## config.mk

```make
export PLATFORM = sky130hd
export DESIGN_NAME = frame_crc_injector
export DESIGN_NICKNAME = d
export VERILOG_FILES = /design/src/rtl/frame_crc_pkg.sv /design/src/rtl/frame_crc_injector.sv
export SDC_FILE = /design/constraint.sdc
export NUM_CORES = 1
export LEC_CHECK = 0
export BUFFER_PORTS_ARGS = -buffer_cell sky130_fd_sc_hd__buf_2
export CAP_MARGIN = 40
export CORE_MARGIN = 1
export CORE_UTILIZATION = 40
export CTS_CLUSTER_SIZE = 25
export DETAILED_ROUTE_END_ITERATION = 16
export PLACE_DENSITY = 0.62
export SYNTH_ARGS = -nofsm -noshare
export SYNTH_HDL_FRONTEND = slang
export SYNTH_SLANG_ARGS = --single-unit
```

## constraint.sdc

```tcl
create_clock -name clk -period 3.9 [get_ports clk]
set_input_delay 0.585 -clock clk [delete_from_list [all_inputs] [get_ports clk]]
set_output_delay 0.585 -clock clk [all_outputs]
set_load 0.01 [all_outputs]
```

## src/rtl/frame_crc_pkg.sv

```systemverilog
package frame_crc_pkg;
    localparam int          CRC_W    = 16;
    localparam logic [15:0] CRC_POLY = 16'h1021;
    localparam logic [15:0] CRC_SEED = 16'hFFFF;

    typedef enum logic [1:0] {
        ST_IDLE    = 2'd0,
        ST_PAYLOAD = 2'd1,
        ST_CHECK   = 2'd2
    } chk_state_t;

    typedef enum logic [1:0] {
        INJ_NONE   = 2'd0,
        INJ_SINGLE = 2'd1,
        INJ_DOUBLE = 2'd2,
        INJ_ADJ    = 2'd3
    } inj_mode_t;

    typedef enum logic {
        SRCH_IDLE = 1'b0,
        SRCH_RUN  = 1'b1
    } srch_state_t;

    // One MSB-first step of the CRC shift register.
    function automatic logic [CRC_W-1:0] crc_step(input logic [CRC_W-1:0] c, input logic b);
        logic fb;
        fb = c[CRC_W-1] ^ b;
        return {c[CRC_W-2:0], 1'b0} ^ (fb ? CRC_POLY : '0);
    endfunction
endpackage

```

## src/rtl/frame_crc_injector.sv

```systemverilog
module frame_crc_injector
    import frame_crc_pkg::*;
#(
    parameter int LEN_W = 12,
    parameter int IDX_W = 8
) (
    input  logic             clk,
    input  logic             rst_n,
    input  logic             arm,
    input  logic [1:0]       mode,
    input  logic [IDX_W-1:0] frame_sel,
    input  logic [LEN_W-1:0] pos_a,
    input  logic [LEN_W-1:0] pos_b,
    input  logic [IDX_W-1:0] cur_frame,
    input  logic             in_payload,
    input  logic [LEN_W-1:0] bit_idx,
    input  logic             frame_end,
    output logic             flip
);
    logic             armed;
    inj_mode_t        mode_q;
    logic [IDX_W-1:0] frame_q;
    logic [LEN_W-1:0] a_q, b_q;
    logic             hit_a, hit_b, hit_adj, target;

    always_ff @(posedge clk or negedge rst_n) begin
        if (!rst_n) begin
            armed   <= 1'b0;
            mode_q  <= INJ_NONE;
            frame_q <= '0;
            a_q     <= '0;
            b_q     <= '0;
        end else if (arm) begin
            armed   <= (mode != 2'd0);
            mode_q  <= inj_mode_t'(mode);
            frame_q <= frame_sel;
            a_q     <= pos_a;
            b_q     <= pos_b;
        end else if (frame_end && cur_frame == frame_q) begin
            armed   <= 1'b0;
        end
    end

    assign hit_a   = (bit_idx == a_q);
    assign hit_b   = (bit_idx == b_q);
    assign hit_adj = (bit_idx == a_q + LEN_W'(1));
    assign target  = armed && in_payload && (cur_frame == frame_q);

    always_comb begin
        flip = 1'b0;
        unique case (mode_q)
            INJ_NONE:   flip = 1'b0;
            INJ_SINGLE: flip = target && hit_a;
            INJ_DOUBLE: flip = target && (hit_a || hit_b);
            INJ_ADJ:    flip = target && (hit_a || hit_adj);
            default:    flip = 1'b0;
        endcase
    end
endmodule

```

==> results.ini, run 1 <==
[logic_synthesis]
synthSimpleGateAreaFrac = 0.1202
muxShareOfSynthArea = 0.1744
synthAdderAreaFrac = 0.005893
yosysWarnings = 0
synth.cell_area_um2 = 2123
yosysSeqAreaShare = 0.4125
syn-instance-count = 193
syn_area_per_cell_um2 = 11.00
ys_seq_elements = 35
synth.distinct_cells = 48
synth_xor_area_frac = 0.1402
synth_top_family_by_area = multiplexers
syn-num-nets = 253
synth-compound-area-share = 0.1126

[timing]
fin_crit_ns = 3.018
finalCritPeriodShare = 0.7739
drv_slew = 0
setup_tns_ns = 0
tightestPinTransition_ns = 0.7823
finalSetupViolations = 0
rsz0062_at_grt = no
maxSlewHeadroom = 0.4784
fmax_mhz = 331.3
finalHoldViolCount = 0
finClkSkew_ns = 0.00007797

[layout]
layout-drive-gt1-share = 0.4167
final.fill_count = 477
final_common_cell = buf_2
fin_nets = 311
final_area_um2 = 2541
finish.utilization = 0.4976
diodes = 0
final_cell_mix = buf_2 (59), dfrtp_1 (35), mux2_2 (30), xnor2_1 (23), o21ai_0 (12)
area_growth_pct = 19.68

[drt]
wirelength_um = 4431
drtIter0Drc = 76
viasPerCell = 5.121
drc_errors = 0
wl_per_cell_um = 13.76
final_antenna_net_count = 0
vias = 1649
firstDrtPassIters = 4

[critical_path]
ff2ff_path_depth = 5
cp-startpoint = a_q[0]
cp_cell_sequence = ha_1 > inv_1 > or3_1 > a31oi_1 > xnor2_1 > o2111ai_1 > o31ai_2 > buf_2
critPathKind = reg2out
critPathMaxFanout = 7
slowest_delay_ns = 0.48
cp-end-kind = output port
timing.rr.end = armed
cp_slowest_cell = dfrtp_1
r2r_slack_ns = 2.50
cp_num_buf_inv = 2
required_ns = 3.31
r2r_start = frame_q[7]
cp.depth = 8
cp-endpoint = flip
cp_top_family = compound AO/OA/AOI/OAI gates
crit_arrival_ns = 2.43
crit_path_start_kind = flop

[global_route]
grt_pass1_wl_um = 7417
gr-total-overflow = 0
antenna_found_initial = 0
grt_max_degree = 41
grt_util_all_layers = 0.1789
grt_pass1_vias = 1595

[clock_tree]
cts_tree = done
clockRootBuffer = clkbuf_8
cts.clk_slew.worst_paths_ns = 0.07
clock_latency_ns = 0.28
postCtsHoldBufs = 0
cts.sink_count = 35
clockBufferDepth = 2
cts_setup_buffers = 0
cts_resized = 0
h-tree-depth = 2
cts-buffers-inserted = 5

[pwr]
switching_share = 0.2884
clockPowerShare = 0.278
internal_power_uw = 631.9
p_per_area_nw_per_um2 = 349.4
p_seq_frac = 0.498
combPwrFrac = 0.224
power_switching_uw = 256.1
p_leak_uw = 0.001072
peakVddDrop_mv = 0.1814
power.total_uw = 887.9

[place]
numPortBuffers = 59
gp_congestion = 0.8148
placed_area_um2 = 2460
dp_hpwl_um = 3416

[die]
die_x_um = 74.86
dieArea_um2 = 5603
die_y_um = 74.86
start_util = 0.4157
rows = 26
io_pins = 60
core_area_um2 = 5107

[hold_path]
hold_path_class = in2async

[job]
maxCapViolations = 0

[run_status]
outcome = finished clean

-- cell type report --
| class | instances | area [um2] | share of cell area |
|---|---|---|---|
| Clock inverter | 1 | 5.005 | 0.001969 |
| Multi-Input combinational cell | 143 | 1175 | 0.4623 |
| Sequential cell | 35 | 875.8 | 0.3447 |
| Clock buffer | 7 | 76.32 | 0.03003 |
| Inverter | 7 | 26.28 | 0.01034 |
| Timing Repair Buffer | 59 | 295.3 | 0.1162 |
| Tap cell | 70 | 87.58 | 0.03447 |
-- stage by stage --
stage	hold slack, ns	setup slack (ns)	instances
final	0.3694	0.8820	322
after global routing	0.4448	0.6986	322
after CTS	0.4010	0.8705	322
after detailed placement	0.5075	1.027	314
after global placement	0.5090	1.080	314
after floorplan	0.2894	1.466	193
-- Yosys cell counts (all sizes together) --
cell,number,area share
dfrtp,35,0.41
mux2,30,0.16
xnor2,23,0.095
o21ai,12,0.028
xor2,11,0.045
nand3,8,0.019
inv,7,0.012
nand2,7,0.012
nand4,7,0.024
nor2,6,0.012
a21oi,5,0.012
buf,5,0.015
a31oi,3,0.0088
clkbuf,3,0.0071
nor4,3,0.015
a221oi,2,0.011
a311oi,2,0.011
mux2i,2,0.015
nand2b,2,0.0059
nand4b,2,0.0083
nor3,2,0.0071
o31ai,2,0.0094
a221o,1,0.0047
a32oi,1,0.0041
and2,1,0.0035
and4,1,0.0041
ha,1,0.0059
nor3b,1,0.0035
o2111ai,1,0.0041
o211a,1,0.0047
o21a,1,0.0035
o21bai,1,0.0035
o221ai,1,0.0041
o22ai,1,0.0029
or3,1,0.0029
or4,1,0.0035
-- sequential cells by signal, summed over array words and instances (netlist names) --
name	flops
a_q	12
b_q	12
frame_q	8
mode_q	2
armed	1
-- kinds of logic after synthesis --
group / Yosys count
AO/OA/AOI/OAI: 34
XOR/XNOR: 34
adder cells (fa/ha/maj): 1
buffers and inverters: 15
flip-flops: 35
multiplexers: 32
AND/OR/NAND/NOR: 42
-- worst min path at each step --
stage,startpoint,to,slack (ns),cells after the start
global route,rst_n,b_q[10],0.44,1
floorplan,rst_n,a_q[0],0.29,0
global placement,b_q[6],b_q[6],0.51,1
CTS,rst_n,b_q[10],0.40,1
finish,rst_n,b_q[10],0.37,1
detailed placement,b_q[6],b_q[6],0.51,1
-- routing by layer --
layer  share of wire  track usage
met5               0            0
met1            0.48       0.2331
met4           0.015      0.05870
met2            0.47       0.2923
met3           0.039      0.04418
-- power groups by stage --
stage | Combinational [uW] | Clock (uW) | Sequential (uW)
floorplan | 152 | 0 | 429
global placement | 199 | 0 | 449
detailed placement | 200 | 0 | 449
CTS | 201 | 256 | 442
global route | 223 | 271 | 448
finish | 199 | 247 | 442
Note: power is estimated with default switching activity, not from simulation.
==> run 2, diff against run 1 <==
--- a/config.mk
+++ b/config.mk
@@ -5,13 +5,14 @@
 export SDC_FILE = /design/constraint.sdc
 export NUM_CORES = 1
 export LEC_CHECK = 0
+export ABC_AREA = 1
 export BUFFER_PORTS_ARGS = -buffer_cell sky130_fd_sc_hd__buf_2
 export CAP_MARGIN = 40
 export CORE_MARGIN = 1
 export CORE_UTILIZATION = 40
 export CTS_CLUSTER_SIZE = 25
 export DETAILED_ROUTE_END_ITERATION = 16
-export PLACE_DENSITY = 0.62
+export PLACE_DENSITY = 0.64
 export SYNTH_ARGS = -nofsm -noshare
 export SYNTH_HDL_FRONTEND = slang
 export SYNTH_SLANG_ARGS = --single-unit
==> constraint.sdc (replaced) <==
create_clock -name clk -period 2.6 [get_ports clk]
set_input_delay 0.39 -clock clk [delete_from_list [all_inputs] [get_ports clk]]
set_output_delay 0.39 -clock clk [all_outputs]
set_load 0.01 [all_outputs]
==> results.ini, run 2 <==
[run_status]
outcome = finished clean

[critical_path]
critPathKind = reg2out
crit_arrival_ns = 2.09  ; -0.34 ns
timing.rr.end = armed
critPathMaxFanout = 5  ; -2
crit_path_start_kind = flop
r2r_slack_ns = 1.16  ; -1.34 ns
r2r_start = frame_q[3]
cp-end-kind = output port
required_ns = 2.21  ; -1.10 ns
ff2ff_path_depth = 5  ; unchanged

[layout]
final_area_um2 = 2814  ; +11%
top_regs = a_q: 12 flops, b_q: 12 flops, frame_q: 8 flops
final_common_cell = nand2_1
layout-drive-gt1-share = 0.2519  ; -0.1648
stdcell_count = 471  ; +46%
area_growth_pct = 25.22
final_cell_mix = nand2_1 (145), buf_2 (59), nand3_1 (34), inv_1 (31), dfrtp_1 (29)
diodes = 0  ; unchanged
fin_nets = 460  ; +48%
finish.utilization = 0.5340  ; +0.03640

[logic_synthesis]
synth.distinct_cells = 23  ; -52%
yosysTopAreaCellShare = 0.3898  ; -0.02274
synth_edf_count = 0  ; unchanged
async_reset_ff_frac = 1.000  ; unchanged
synth_ff_type = dfrtp_1
yosysSeqAreaShare = 0.3898  ; -0.02274
syn-instance-count = 335  ; +74%
synth_common_cells = nand2_1 (146), nand3_1 (38), dfrtp_1 (35)
post-synth-top-count-cell = nand2_1
yosys.area.top_type = dfrtp_1
yosysWarnings = 0  ; unchanged
synth.cell_area_um2 = 2247  ; +5.8%
ys_seq_elements = 35  ; unchanged
synth.area.top_cells = dfrtp_1 (39%), nand2_1 (24%), nand3_1 (8.5%)
syn-num-nets = 395  ; +56%
syn_area_per_cell_um2 = 6.708  ; -39%

[place]
numPortBuffers = 59  ; unchanged
gp_congestion = 0.8297  ; +1.8%
placed_cells = 454  ; +45%
placed_area_um2 = 2580  ; +4.9%
dp_hpwl_um = 4077  ; +19%

[clock_tree]
clockBufferDepth = 2  ; unchanged
h-tree-depth = 2  ; unchanged
cts.clk_slew.worst_paths_ns = 0.08  ; about the same
cts-buffers-inserted = 5  ; unchanged
clock_latency_ns = 0.30  ; +0.02 ns
cts_tree = done
clockRootBuffer = clkbuf_8
cts.sink_count = 35  ; unchanged

[drt]
vias = 2234  ; +35%
met2_length_um = 2576  ; +24%
final_antenna_net_count = 0  ; unchanged
top_layer = met4
wl_per_cell_um = 11.99  ; -13%
firstDrtPassIters = 4  ; unchanged
viasPerCell = 4.743  ; -7.4%
drt-met1-wl_um = 2663  ; +26%
wl_met3_um = 323  ; +88%
drc_errors = 0  ; unchanged
drtIter0Drc = 153  ; +100%
wirelength_um = 5648  ; +27%

[pwr]
p_per_area_nw_per_um2 = 501.0  ; +43%
peakVddDrop_mv = 0.3439  ; +90%
p_leak_uw = 0.001545  ; +44%

[global_route]
antenna_found_initial = 0  ; unchanged
grt_util_all_layers = 0.1979  ; +0.01900
grt_max_degree = 51  ; +24%
grt_pass1_vias = 2061  ; +29%
grt_pass1_wl_um = 9163  ; +24%
gr-total-overflow = 0  ; unchanged

[timing]
drv_slew = 0  ; unchanged
tightestPinTransition_ns = 0.7813  ; -0.0009943 ns
rsz0062_at_grt = yes
finalSetupViolations = 0  ; unchanged
finalCritPeriodShare = 0.9546
fin_crit_ns = 2.482
maxSlewHeadroom = 0.4791  ; +0.0006630
finClkSkew_ns = 0.003386  ; +0.003308 ns
fmax_mhz = 402.9
finalHoldViolCount = 0  ; unchanged

[die]
die_y_um = 76.95  ; +2.8%
rows = 26  ; unchanged
dieArea_um2 = 5921  ; +5.7%
io_pins = 60  ; unchanged
start_util = 0.4264  ; +0.01067
die_x_um = 76.95  ; +2.8%
core_area_um2 = 5270  ; +3.2%

[job]
maxCapViolations = 0  ; unchanged

[hold_path]
hold_path_class = in2async

-- run 2: cell count changes after synthesis, sizes merged, moves of 3 or more --
cell,change
nand2,+142
nor2,+8
clkbuf,+4
nand4,-3
o21ai,+6
nand3,+30
a31oi,-3
xor2,+7
mux2,-30
xnor2,-23
inv,+27
-- run 2: routing by layer --
layer | vias up | track usage
met3 | 9 | 0.04643
met5 | - | 0
met2 | 70 | 0.3107
li1 | 1178 | -
met4 | 0 | 0.07885
met1 | 977 | 0.2608
-- run 2: how the worst max path moves through the flow --
stage                      start  cells after the start   end
after floorplan           a_q[0]                     13  flip
after global placement    a_q[1]                     14  flip
after global routing      a_q[1]                     13  flip
after CTS                 a_q[1]                     14  flip
after detailed placement  a_q[1]                     14  flip
final                     a_q[0]                     12  flip
-- run 2: critical path, stage by stage, from the launching register on --
cell and delay (ns):
dfrtp_2 0.47, ha_4 0.29, nand3_2 0.08, nand3_2 0.08
nand3_2 0.07, nor2_2 0.11, nand2_1 0.05, nor2_1 0.09
nand2_1 0.06, nor2_1 0.10, nand3_1 0.09, a21oi_2 0.15
buf_2 0.15
-- run 2: what timing repair did --
action | in CTS | in global routing
setup endpoints to repair | 1 | 1
hold endpoints to repair | 0 | 0
hold buffers | 0 | 0
setup buffers | 0 | 9
gates resized for setup | 5 | 16
pin swaps | 0 | 11
-- run 2: layout make-up --
cell class,instances,area (um2)
inverters,36,137.6
multi-input cells,253,1236
repair buffers,69,370.4
well taps,70,87.58
clock inverters,2,16.27
clock buffers,6,82.58
flip-flops and latches,35,883.3
fillers,553,2456
-- run 2: logic make-up (layout without fill, tap and decap cells) --
| logic type | count (synthesis) | count (layout) | synth area share |
|---|---|---|---|
| flops | 35 | 35 | 0.3898 |
| fa+ha+maj | 1 | 1 | 0.005567 |
| xor+xnor | 18 | 18 | 0.07016 |
| simple gates | 209 | 209 | 0.3903 |
| compound gates | 25 | 25 | 0.05846 |
| buf+inv | 47 | 113 | 0.08575 |
-- run 2: report_power, final --
part,internal (uW),switching [uW],leakage (uW),total [uW]
combinational,135,182,0.00108,316
clock,217,232,0.0000474,448
sequential,594,51.0,0.000418,645
-- run 2: per-stage QoR --
| step | power [uW] | setup slack, ns | hold slack, ns | setup TNS, ns |
|---|---|---|---|---|
| final | 1410 | 0.1181 | 0.1633 | 0 |
| after detailed placement | 937.0 | 0.2641 | 0.4659 | 0 |
| after floorplan | 831.7 | 0.6653 | 0.09441 | 0 |
| after global placement | 931.3 | 0.3038 | 0.4559 | 0 |
| after global routing | 1491 | -0.06094 | 0.2354 | -0.06094 |
| after CTS | 1386 | 0.01954 | 0.1960 | 0 |
==> run 3, diff against run 2 <==
--- a/config.mk
+++ b/config.mk
@@ -5,7 +5,6 @@
 export SDC_FILE = /design/constraint.sdc
 export NUM_CORES = 1
 export LEC_CHECK = 0
-export ABC_AREA = 1
 export BUFFER_PORTS_ARGS = -buffer_cell sky130_fd_sc_hd__buf_2
 export CAP_MARGIN = 40
 export CORE_MARGIN = 1
==> results.ini, run 3 (same netlist as run 1, synthesis figures left out) <==
[run_status]
outcome = finished with violations
violations = negative setup slack

[timing]
maxSlewHeadroom = 0.4725  ; -0.006557
fin_hold_ws_ns = 0.1664  ; +0.003100 ns
drv_slew = 0  ; unchanged
setup_tns_ns = -0.05179  ; -0.05179 ns
finClkSkew_ns = 0.003493  ; +0.0001078 ns
finalHoldViolCount = 0  ; unchanged
tightestPinTransition_ns = 0.7912  ; +0.009835 ns
finalCritPeriodShare = 1.020  ; +0.06533
setup_ws_ns = -0.05179  ; -0.1699 ns
rsz0062_at_grt = yes
finalSetupViolations = 1  ; +1
fin_crit_ns = 2.652  ; +0.1699 ns
fmax_mhz = 377.1  ; -6.4%

[pwr]
p_seq_frac = 0.441  ; -0.017
clockPowerShare = 0.339  ; +0.021
power_switching_uw = 412.9  ; -11%
combPwrFrac = 0.220  ; -0.004
p_leak_uw = 0.001113  ; -28%
peakVddDrop_mv = 0.2592  ; -25%
p_per_area_nw_per_um2 = 567.8  ; +13%
switching_share = 0.2757  ; -0.05364
power.total_uw = 1498  ; +6.2%
internal_power_uw = 1085  ; +15%

[drt]
wl_per_cell_um = 14.93  ; +24%
drtIter0Drc = 147  ; -3.9%
firstDrtPassIters = 4  ; unchanged
vias = 1718  ; -23%
wirelength_um = 4881  ; -14%
drc_errors = 0  ; unchanged
viasPerCell = 5.254  ; +11%
final_antenna_net_count = 0  ; unchanged

[die]
core_area_um2 = 5107  ; -3.1%
die_x_um = 74.86  ; -2.7%
rows = 26  ; unchanged
dieArea_um2 = 5603  ; -5.4%
start_util = 0.4157  ; -0.01067
io_pins = 60  ; unchanged
die_y_um = 74.86  ; -2.7%

[critical_path]
crit_path_start_kind = flop
ff2ff_path_depth = 6  ; +1
required_ns = 2.21  ; about the same
crit_arrival_ns = 2.26  ; +0.17 ns
critPathKind = reg2out
cp-end-kind = output port
critPathMaxFanout = 2  ; -3

[place]
numPortBuffers = 59  ; unchanged
gp_congestion = 0.9328  ; +12%
dp_hpwl_um = 3711  ; -9.0%

[layout]
diodes = 0  ; unchanged
top_regs = a_q: 12 flops, b_q: 12 flops, frame_q: 8 flops
fin_nets = 316  ; -31%
layout-drive-gt1-share = 0.4553  ; +0.2034
final_cell_mix = buf_2 (59), dfrtp_1 (32), mux2_2 (30), xnor2_1 (23), o21ai_0 (12)
final_common_cell = buf_2
area_growth_pct = 24.22

[clock_tree]
postCtsHoldBufs = 0  ; unchanged
cts-buffers-inserted = 5  ; unchanged
h-tree-depth = 2  ; unchanged
cts.sink_count = 35  ; unchanged
cts.clk_slew.worst_paths_ns = 0.08  ; about the same
cts_tree = done
clock_latency_ns = 0.28  ; -0.02 ns
clockBufferDepth = 2  ; unchanged
clockRootBuffer = clkbuf_8

[global_route]
grt_util_all_layers = 0.1966  ; -0.001278
gr-total-overflow = 0  ; unchanged
grt_pass1_vias = 1764  ; -14%
antenna_found_initial = 0  ; unchanged
grt_pass1_wl_um = 8204  ; -10%
grt_max_degree = 38  ; -25%

[hold_path]
hold_path_class = in2async

[job]
maxCapViolations = 0  ; unchanged

==> run 3: cell count changes in the layout (fill, tap and decap cells not counted), sizes merged, moves of 5 or more <==
cell	previous run	this run
o21ai	18	12
xor2	18	11
xnor2	0	23
nand2	149	7
nand3	38	8
inv	34	7
buf	69	64
nor2	14	6
mux2	0	30
==> run 3: timing repair <==
action                                  CTS  global route
endpoints found under the setup margin    1             1
buffers inserted                          1             0
pin swaps                                 5             0
resized for setup                         6             0
==> run 3: final cells by class <==
type                       instances  area [um2]
clock inverter                     2       35.03
multi-input combinational        143        1194
inverter                           7       26.28
tap                               70       87.58
fill                             494        2470
sequential                        35       879.6
timing repair buffer              64       332.8
clock buffer                       6       82.58
==> run 3: per-stage QoR <==
step	utilization	setup WS (ns)	cell area [um2]	cells
2_1_floorplan	-	0.3955	2123	193
3_3_place_gp	0.4875	0.1547	2490	318
3_5_place_dp	0.4875	0.1005	2490	318
4_1_cts	0.5164	-0.03153	2638	327
5_1_grt	0.5164	-0.1843	2638	327
6_report	0.5164	-0.05179	2638	327
==> run 3: power groups by stage <==
stage / clock network (uW) / registers, uW / logic, uW
after detailed placement: 0 / 668 / 321
after global routing: 541 / 670 / 365
after CTS: 520 / 660 / 332
after floorplan: 0 / 644 / 228
after global placement: 0 / 667 / 316
final: 508 / 660 / 330
==> run 3: final timing paths <==
kind | startpoint | slack [ns] | end
worst max-delay path | frame_q[3] | -0.05 | flip
worst min-delay path | rst_n | 0.17 | a_q[7]
worst max register to register | frame_q[3] | 1.10 | armed
worst min register to register | frame_q[2] | 0.53 | frame_q[2]
max in group asynchronous | rst_n | 1.89 | mode_q[0]
min in group clk | pos_a[3] | 0.32 | a_q[3]
==> run 3: metal layers <==
layer	global-route usage	routed length, um
met1	0.2568	2225
met2	0.3153	2308
met3	0.03748	237
met5	0	0
met4	0.09224	110
==> run 3: worst max-delay path: stages, from the launching register on <==
cell and delay [ns]:
dfrtp_1 0.39, xor2_1 0.16, nor4_2 0.36, nand3_1 0.18, nand4b_1 0.21, a221o_1 0.29
o31ai_2 0.22, buf_2 0.17
